## config.mk

```make
export PLATFORM = sky130hd
export DESIGN_NAME = serial_video_encoder
export DESIGN_NICKNAME = d
export VERILOG_FILES = /design/src/rtl/svenc_pkg.sv /design/src/rtl/svenc_widener.sv /design/src/rtl/svenc_serializer.sv /design/src/rtl/svenc_scrambler.sv /design/src/rtl/svenc_nrzi.sv /design/src/rtl/serial_video_encoder.sv
export SDC_FILE = /design/constraint.sdc
export NUM_CORES = 1
export LEC_CHECK = 0
export ABC_AREA = 0
export ABC_CLOCK_PERIOD_IN_PS = 1500
export CORE_AREA = 2 2 49 51
export CTS_CLUSTER_SIZE = 20
export DETAILED_ROUTE_END_ITERATION = 12
export DIE_AREA = 0 0 51 53
export PLACE_DENSITY = 0.66
export SYNTH_ARGS = -nofsm -noshare
export SYNTH_HDL_FRONTEND = slang
export SYNTH_SLANG_ARGS = --single-unit
```

## constraint.sdc

```tcl
create_clock -name clk -period 1.5 [get_ports clk]
set_input_delay 0.15 -clock clk [delete_from_list [all_inputs] [get_ports clk]]
set_output_delay 0.15 -clock clk [all_outputs]
set_load 0.005 [all_outputs]
```

## src/rtl/svenc_pkg.sv

```systemverilog
package svenc_pkg;

    localparam int WORD_W  = 10;
    localparam int BYTE_W  = 8;
    localparam int SCR_LEN = 9;
    localparam int SCR_TAP = 4;

    typedef enum logic {
        SER_WAIT = 1'b0,
        SER_RUN  = 1'b1
    } ser_state_e;

    typedef struct packed {
        logic              narrow;
        logic              trs;
        logic [WORD_W-1:0] data;
    } vid_word_t;

    function automatic logic [SCR_LEN-1:0] tap_mask(input int len, input int tap);
        logic [SCR_LEN-1:0] m;
        m = '0;
        m[len-1] = 1'b1;
        m[tap-1] = 1'b1;
        return m;
    endfunction

endpackage

```

## src/rtl/svenc_widener.sv

```systemverilog
module svenc_widener #(
    parameter int WORD_W = svenc_pkg::WORD_W,
    parameter int BYTE_W = svenc_pkg::BYTE_W
) (
    input  logic              narrow,
    input  logic              trs,
    input  logic [WORD_W-1:0] word_in,
    output logic [WORD_W-1:0] wide
);
    localparam int PAD_W = WORD_W - BYTE_W;

    generate
        if (PAD_W == 0) begin : g_no_pad
            logic unused_ctl;
            assign unused_ctl = narrow ^ trs;
            assign wide = word_in;
        end else begin : g_pad
            logic [BYTE_W-1:0] byte_v;
            logic              all_one;
            logic              all_zero;

            assign byte_v   = word_in[WORD_W-1 -: BYTE_W];
            assign all_one  = &byte_v;
            assign all_zero = ~|byte_v;

            always_comb begin
                if (!narrow) begin
                    wide = word_in;
                end else if (trs && all_one) begin
                    wide = '1;
                end else if (trs && all_zero) begin
                    wide = '0;
                end else begin
                    wide = {byte_v, {PAD_W{1'b0}}};
                end
            end
        end
    endgenerate

endmodule

```

## src/rtl/svenc_serializer.sv

```systemverilog
module svenc_serializer #(
    parameter int WORD_W = svenc_pkg::WORD_W
) (
    input  logic              clk,
    input  logic              rst,
    input  logic              word_stb,
    input  logic [WORD_W-1:0] wide_word,
    output logic              load,
    output logic              locked,
    output logic              ser_bit
);
    import svenc_pkg::*;

    localparam int          CNT_W = (WORD_W > 1) ? $clog2(WORD_W) : 1;
    localparam logic [CNT_W-1:0] LAST = CNT_W'(WORD_W - 1);

    ser_state_e        state_q;
    logic [CNT_W-1:0]  cnt_q;
    logic [WORD_W-1:0] shreg_q;

    assign locked  = (state_q == SER_RUN);
    assign load    = locked ? (cnt_q == LAST) : word_stb;
    assign ser_bit = shreg_q[0];

    always_ff @(posedge clk) begin
        if (rst) begin
            state_q <= SER_WAIT;
            cnt_q   <= '0;
            shreg_q <= '0;
        end else if (load) begin
            state_q <= SER_RUN;
            cnt_q   <= '0;
            shreg_q <= wide_word;
        end else begin
            shreg_q <= shreg_q >> 1;
            if (locked) begin
                cnt_q <= cnt_q + 1'b1;
            end
        end
    end

endmodule

```

## src/rtl/svenc_scrambler.sv

```systemverilog
module svenc_scrambler #(
    parameter int SCR_LEN = svenc_pkg::SCR_LEN,
    parameter int SCR_TAP = svenc_pkg::SCR_TAP
) (
    input  logic clk,
    input  logic rst,
    input  logic bit_in,
    output logic scr_bit
);
    localparam logic [SCR_LEN-1:0] MASK = svenc_pkg::tap_mask(SCR_LEN, SCR_TAP);

    logic [SCR_LEN-1:0] hist_q;

    assign scr_bit = bit_in ^ (^(hist_q & MASK));

    generate
        if (SCR_LEN > 1) begin : g_shift
            always_ff @(posedge clk) begin
                if (rst) begin
                    hist_q <= '0;
                end else begin
                    hist_q <= {hist_q[SCR_LEN-2:0], scr_bit};
                end
            end
        end else begin : g_single
            always_ff @(posedge clk) begin
                if (rst) begin
                    hist_q <= '0;
                end else begin
                    hist_q <= scr_bit;
                end
            end
        end
    endgenerate

endmodule

```

## src/rtl/svenc_nrzi.sv

```systemverilog
module svenc_nrzi (
    input  logic clk,
    input  logic rst,
    input  logic bit_in,
    output logic line_out
);
    logic level_q;

    assign line_out = level_q;

    always_ff @(posedge clk) begin
        if (rst) begin
            level_q <= 1'b0;
        end else if (bit_in) begin
            level_q <= ~level_q;
        end
    end

endmodule

```

## src/rtl/serial_video_encoder.sv

```systemverilog
module serial_video_encoder #(
    parameter int WORD_W  = svenc_pkg::WORD_W,
    parameter int BYTE_W  = svenc_pkg::BYTE_W,
    parameter int SCR_LEN = svenc_pkg::SCR_LEN,
    parameter int SCR_TAP = svenc_pkg::SCR_TAP
) (
    input  logic              clk,
    input  logic              rst,
    input  logic              mode_8bit,
    input  logic              word_stb,
    input  logic              trs_flag,
    input  logic [WORD_W-1:0] word_in,
    output logic              serial_out
);
    import svenc_pkg::*;

    vid_word_t         vin;
    logic [WORD_W-1:0] wide_word;
    logic              load;
    logic              locked;
    logic              ser_bit;
    logic              scr_bit;

    assign vin.narrow = mode_8bit;
    assign vin.trs    = trs_flag;
    assign vin.data   = word_in;

    svenc_widener #(
        .WORD_W(WORD_W),
        .BYTE_W(BYTE_W)
    ) u_widen (
        .narrow (vin.narrow),
        .trs    (vin.trs),
        .word_in(vin.data),
        .wide   (wide_word)
    );

    svenc_serializer #(
        .WORD_W(WORD_W)
    ) u_ser (
        .clk      (clk),
        .rst      (rst),
        .word_stb (word_stb),
        .wide_word(wide_word),
        .load     (load),
        .locked   (locked),
        .ser_bit  (ser_bit)
    );

    svenc_scrambler #(
        .SCR_LEN(SCR_LEN),
        .SCR_TAP(SCR_TAP)
    ) u_scr (
        .clk    (clk),
        .rst    (rst),
        .bit_in (ser_bit),
        .scr_bit(scr_bit)
    );

    svenc_nrzi u_nrzi (
        .clk     (clk),
        .rst     (rst),
        .bit_in  (scr_bit),
        .line_out(serial_out)
    );

endmodule

```

Word-level counts from Yosys, hierarchy flattened
Cells that the tools add are included.
W data, S select, Z words.

operators by class
  add/sub/neg operators = 1
  equality and inequality tests = 1
  mux-type cells = 5
  bitwise operators = 3
  reduce and logical (&&, ||, !) cells = 8

operator list
  kind                   number
  $mux W10               3
  $mux W9                1
  $reduce_xor A9 Y1      1
  $reduce_and A8 Y1      1
  $reduce_or A8 Y1       1
  $add A4 B1 Y4 const B  1
  $eq A4 B4 Y1 const B   1
  $reduce_or A2 Y1       2
  $logic_and A1 B1 Y1    2
  $not A1 Y1             2
  $logic_not A1 Y1       1
  $mux W1                1
  $xor A1 B1 Y1          1

storage, ports and cells
  flip-flop bits (word level) = 25
  bits of input ports = 15
  output and inout port bits = 1
  logic and storage cells = 24

Logic depth before layout (Yosys ltp)
  depth after elaboration = 7
  mapped depth = 6
  depth with buffers taken out = 5

Hierarchy
A second synthesis with hierarchy kept.

unflattened totals
  cell total of the unflattened synthesis = 88
  area, all modules = 949.7 sq um

by module, submodules not included
  module            instances  cells each  area an instance (sq um)  seq. area each (sq um)
  svenc_serializer  1          48          569.3                     300.3
  svenc_scrambler   1          22          276.5                     180.2
  svenc_widener     1          15          71.3                      0.0
  svenc_nrzi        1          3           32.5                      20.0

Worst setup path after synthesis
No wires, ideal clock.

  kind = register to register
  start point = reg u_ser.cnt_q[1]
  end point = reg u_ser.shreg_q[2]
  setup time = 0.132 ns
  arrival time = 1.097 ns
  data required time = 1.368 ns
  slack = 0.270 ns
  cell stages (with the launch flop) = 7
  buffers on the path = 1
  clock period less this slack = 1.230 ns
  cell sequence = dfxtp_1 inv_1 ha_1 and4b_1 buf_6 o21ai_0 a21oi_1

on the way
  word-level cells in the longest chain between the ends = 3

RTL lines
  element                 RTL line                source
  from (decl)             svenc_serializer.sv:18  logic [CNT_W-1:0] cnt_q;
  from (signal assigned)  svenc_serializer.sv:37  cnt_q <= cnt_q + 1'b1;
  $eq A4 B4 Y1            svenc_serializer.sv:22  assign load = locked ? (cnt_q == LAST) : word_stb;
  $mux W1                 svenc_serializer.sv:22
  $mux W9                 svenc_serializer.sv:30  end else if (load) begin
  to (signal assigned)    svenc_serializer.sv:33  shreg_q <= wide_word;
  to (signal assigned)    svenc_serializer.sv:35  shreg_q <= shreg_q >> 1;
  to (decl)               svenc_serializer.sv:19  logic [WORD_W-1:0] shreg_q;

Every way passes these cells.
A chain may end at the register's enable or synchronous reset.

Final worst setup path
  start point = reg u_ser.state_q (netlist: u_ser.locked)
  end point = reg u_ser.cnt_q[1]

on the way
  word-level cells in the longest chain between the ends = 2

RTL lines
  element                     RTL line                source
  from (decl)                 svenc_serializer.sv:17  ser_state_e state_q;
  from (signal assigned)      svenc_serializer.sv:27  state_q <= SER_WAIT;
  from (signal assigned)      svenc_serializer.sv:31  state_q <= SER_RUN;
  $mux W1                     svenc_serializer.sv:22
  $reduce_or A2 Y1 (no line)  --

Parallel ways exist; a longest one is shown, timed or not.

==> run metrics <==
CP peak stage delay=0.58 ns; Detailed Route WL=1.680 mm; outcome=finished clean; post-synthesis async set-or-reset flop share=0; Worst VDD drop=624.3 uV; DP HPWL=1.170 mm; worst clock skew=0.001908 ns; Final period util=0.9173; setup repair after global routing missed its margin=no; synth unique cells=27; Antenna Nets Post-Route=0; die height=53 um; Worst setup EP type=flop; Max Slew Vio Count=0; Initial DRC Count=13; first-pass GRT wire length=2.815 mm; top cell type's share of synthesized area=0.5135; fmax=726.7 MHz; clk buf depth=2; overall power=1.138 mW; clock-pin slew on the worst setup and hold paths=0.14 ns; max_cap viols=0; post-CTS setup buffer count=0; largest cells by area after synthesis=dfxtp_1 (51%), nor2b_1 (5.1%), a21oi_1 (3.6%), nand3_1 (3.6%), o21ai_0 (3.6%); n_diodes=0; ys flop type=dfxtp_1; cell taking the most area after synthesis=dfxtp_1; H-tree depth=1; I/O pin count=16; vias after detailed routing=700; detailed-router iteration count before antenna repair=4; Pleak=0.4477 nW; Die Area=2703 um^2; post-synthesis xor/xnor area fraction=0.05905; arrival time worst endpoint=1.59 ns; area grow syn2layout=20.92%; Max FO, Critical Path=10; Yosys Warn Count=0; Buffers on Ports=15; Synth Area per Inst=10.26 um^2; flops & latches, synth=25; Synth Area in Compound Gates=0.1053; Worst-Margin Slew=0.3827 ns; relative max-transition margin=0.7445; row cnt=17; CTS tree=built; initial core utilization=0.4537; clock buffer count from CTS=3; crit path kind=flop to flop; CP Launch Type=flop; count leader, synth=dfxtp_1; largest family of logic cells by synthesized area=simple AND/OR/NAND/NOR gates; CTS Root Buffer Type=clkbuf_4; DR vias/cell=5.072; # resized after CTS=0; Seq/Total Area, Yosys=0.5135; Post-Syn Area=974.7 um^2; core area=2148 um^2; wire per inst=12.17 um; layout cells sized above 1=0.1091; largest net degree at the start of global routing=26; Pwr Density=965.3 nW/um^2; critical path cell sequence=nand2b_2 -> nand2_4 -> a2111oi_2; Synth top cells by count=dfxtp_1 (25), nor2b_1 (8), a21oi_1 (7), nand3_1 (7), o21ai_0 (7); mux share of post-synthesis cell area=0; syn nets=112; Post-Synth Adder-Cell Area=0.02567; # DRC=0; placer congestion estimate=0.7302; final setup vio count=0; final number of hold-violating endpoints=0; total grt overflow=0; Crit-path slowest cell=dfxtp_1; Crit path required time=1.71 ns; clock sink count=25; Skew-Pair Late Insertion Delay=0.31 ns; number of global-route vias before repair=672; Post-synth EDFFs=0; post-route minimum period=1.376 ns; final net count=128; worst hold path class=primary input to flop; Post-Synth Simple-Gate Area=0.2426; initial antenna violation count=0; Gate Count Post-Synth=95; DIE WIDTH=51 um; hold buffer count at CTS=0; global router's overall resource usage=0.1431; setup total negative slack=0 ns
metrics by stage:
stage / hold WS, ns / setup slack (ns) / cells / cell area [um^2] / util
6_report: 0.4263 / 0.1240 / 138 / 1179 / 0.5486
4_1_cts: 0.4246 / 0.1028 / 138 / 1169 / 0.5440
3_5_place_dp: 0.4332 / -0.001554 / 134 / 1139 / 0.5300
3_3_place_gp: 0.4167 / 0.06949 / 134 / 1139 / 0.5300
5_1_grt: 0.4193 / 0.01138 / 138 / 1179 / 0.5486
2_1_floorplan: 0.2216 / 0.2704 / 95 / 974.7 / -
cells in the final DEF (no fill, tap or decap), types with 2 or more instances in the layout:
cell type	n
nand2b_1	2
o21ai_0	7
nor2b_1	8
clkdlybuf4s50_1	15
nor2_1	5
nand3_1	7
dfxtp_1	25
ha_1	2
nand2_1	2
nor3_1	5
nand4_1	3
a311oi_1	2
xor2_1	3
clkbuf_4	3
a21oi_1	7
flip-flops by register name, summed over array words and instances (netlist names):
register,count
u_ser.locked,1
u_ser.cnt_q,4
u_scr.hist_q,9
u_ser.shreg_q,10
u_nrzi.line_out,1
worst paths after layout:
path | from | to | slack, ns | cells after the start
worst max-delay path | u_ser.locked | u_ser.cnt_q[1] | 0.12 | 3
worst min-delay path | word_in[3] | u_ser.shreg_q[3] | 0.43 | 3
worst max register to register | u_ser.locked | u_ser.cnt_q[1] | 0.12 | 3
worst min register to register | u_scr.hist_q[4] | u_scr.hist_q[5] | 0.46 | 1
kinds of logic after synthesis:
| kind of cell | count (synthesis) |
|---|---|
| xor+xnor | 5 |
| compound gates | 17 |
| buf+inv | 7 |
| fa+ha+maj | 2 |
| flops | 25 |
| simple gates | 39 |
layout make-up:
class / instances / area [um^2]
Clock inverter: 1 / 7.507
Multi-Input combinational cell: 63 / 431.7
Clock buffer: 3 / 22.52
Inverter: 1 / 3.754
Timing Repair Buffer: 17 / 177.7
Fill cell: 199 / 969.7
Tap cell: 28 / 35.03
Sequential cell: 25 / 500.5
power breakdown:
part | switching (mW) | total, mW | internal, mW
clock | 0.196 | 0.297 | 0.101
sequential | 0.0155 | 0.706 | 0.691
combinational | 0.0579 | 0.134 | 0.0764
metal layers:
layer | vias up | share of wire | global-route usage | routed length (um)
li1 | 358 | - | - | -
met1 | 328 | 0.49 | 0.1652 | 817
met2 | 12 | 0.48 | 0.2489 | 799
met3 | 2 | 0.028 | 0.03390 | 47
met4 | 0 | 0.0095 | 0.06757 | 16
met5 | - | 0 | 0 | 0
critical path: cells and delay by family, from the launching register on:
kind	cells	cell delay, ns
DFF	1	0.58
and+or+nand+nor	2	0.42
AOI/OAI and AO/OA	1	0.28
(Power assumes the default switching activity.)
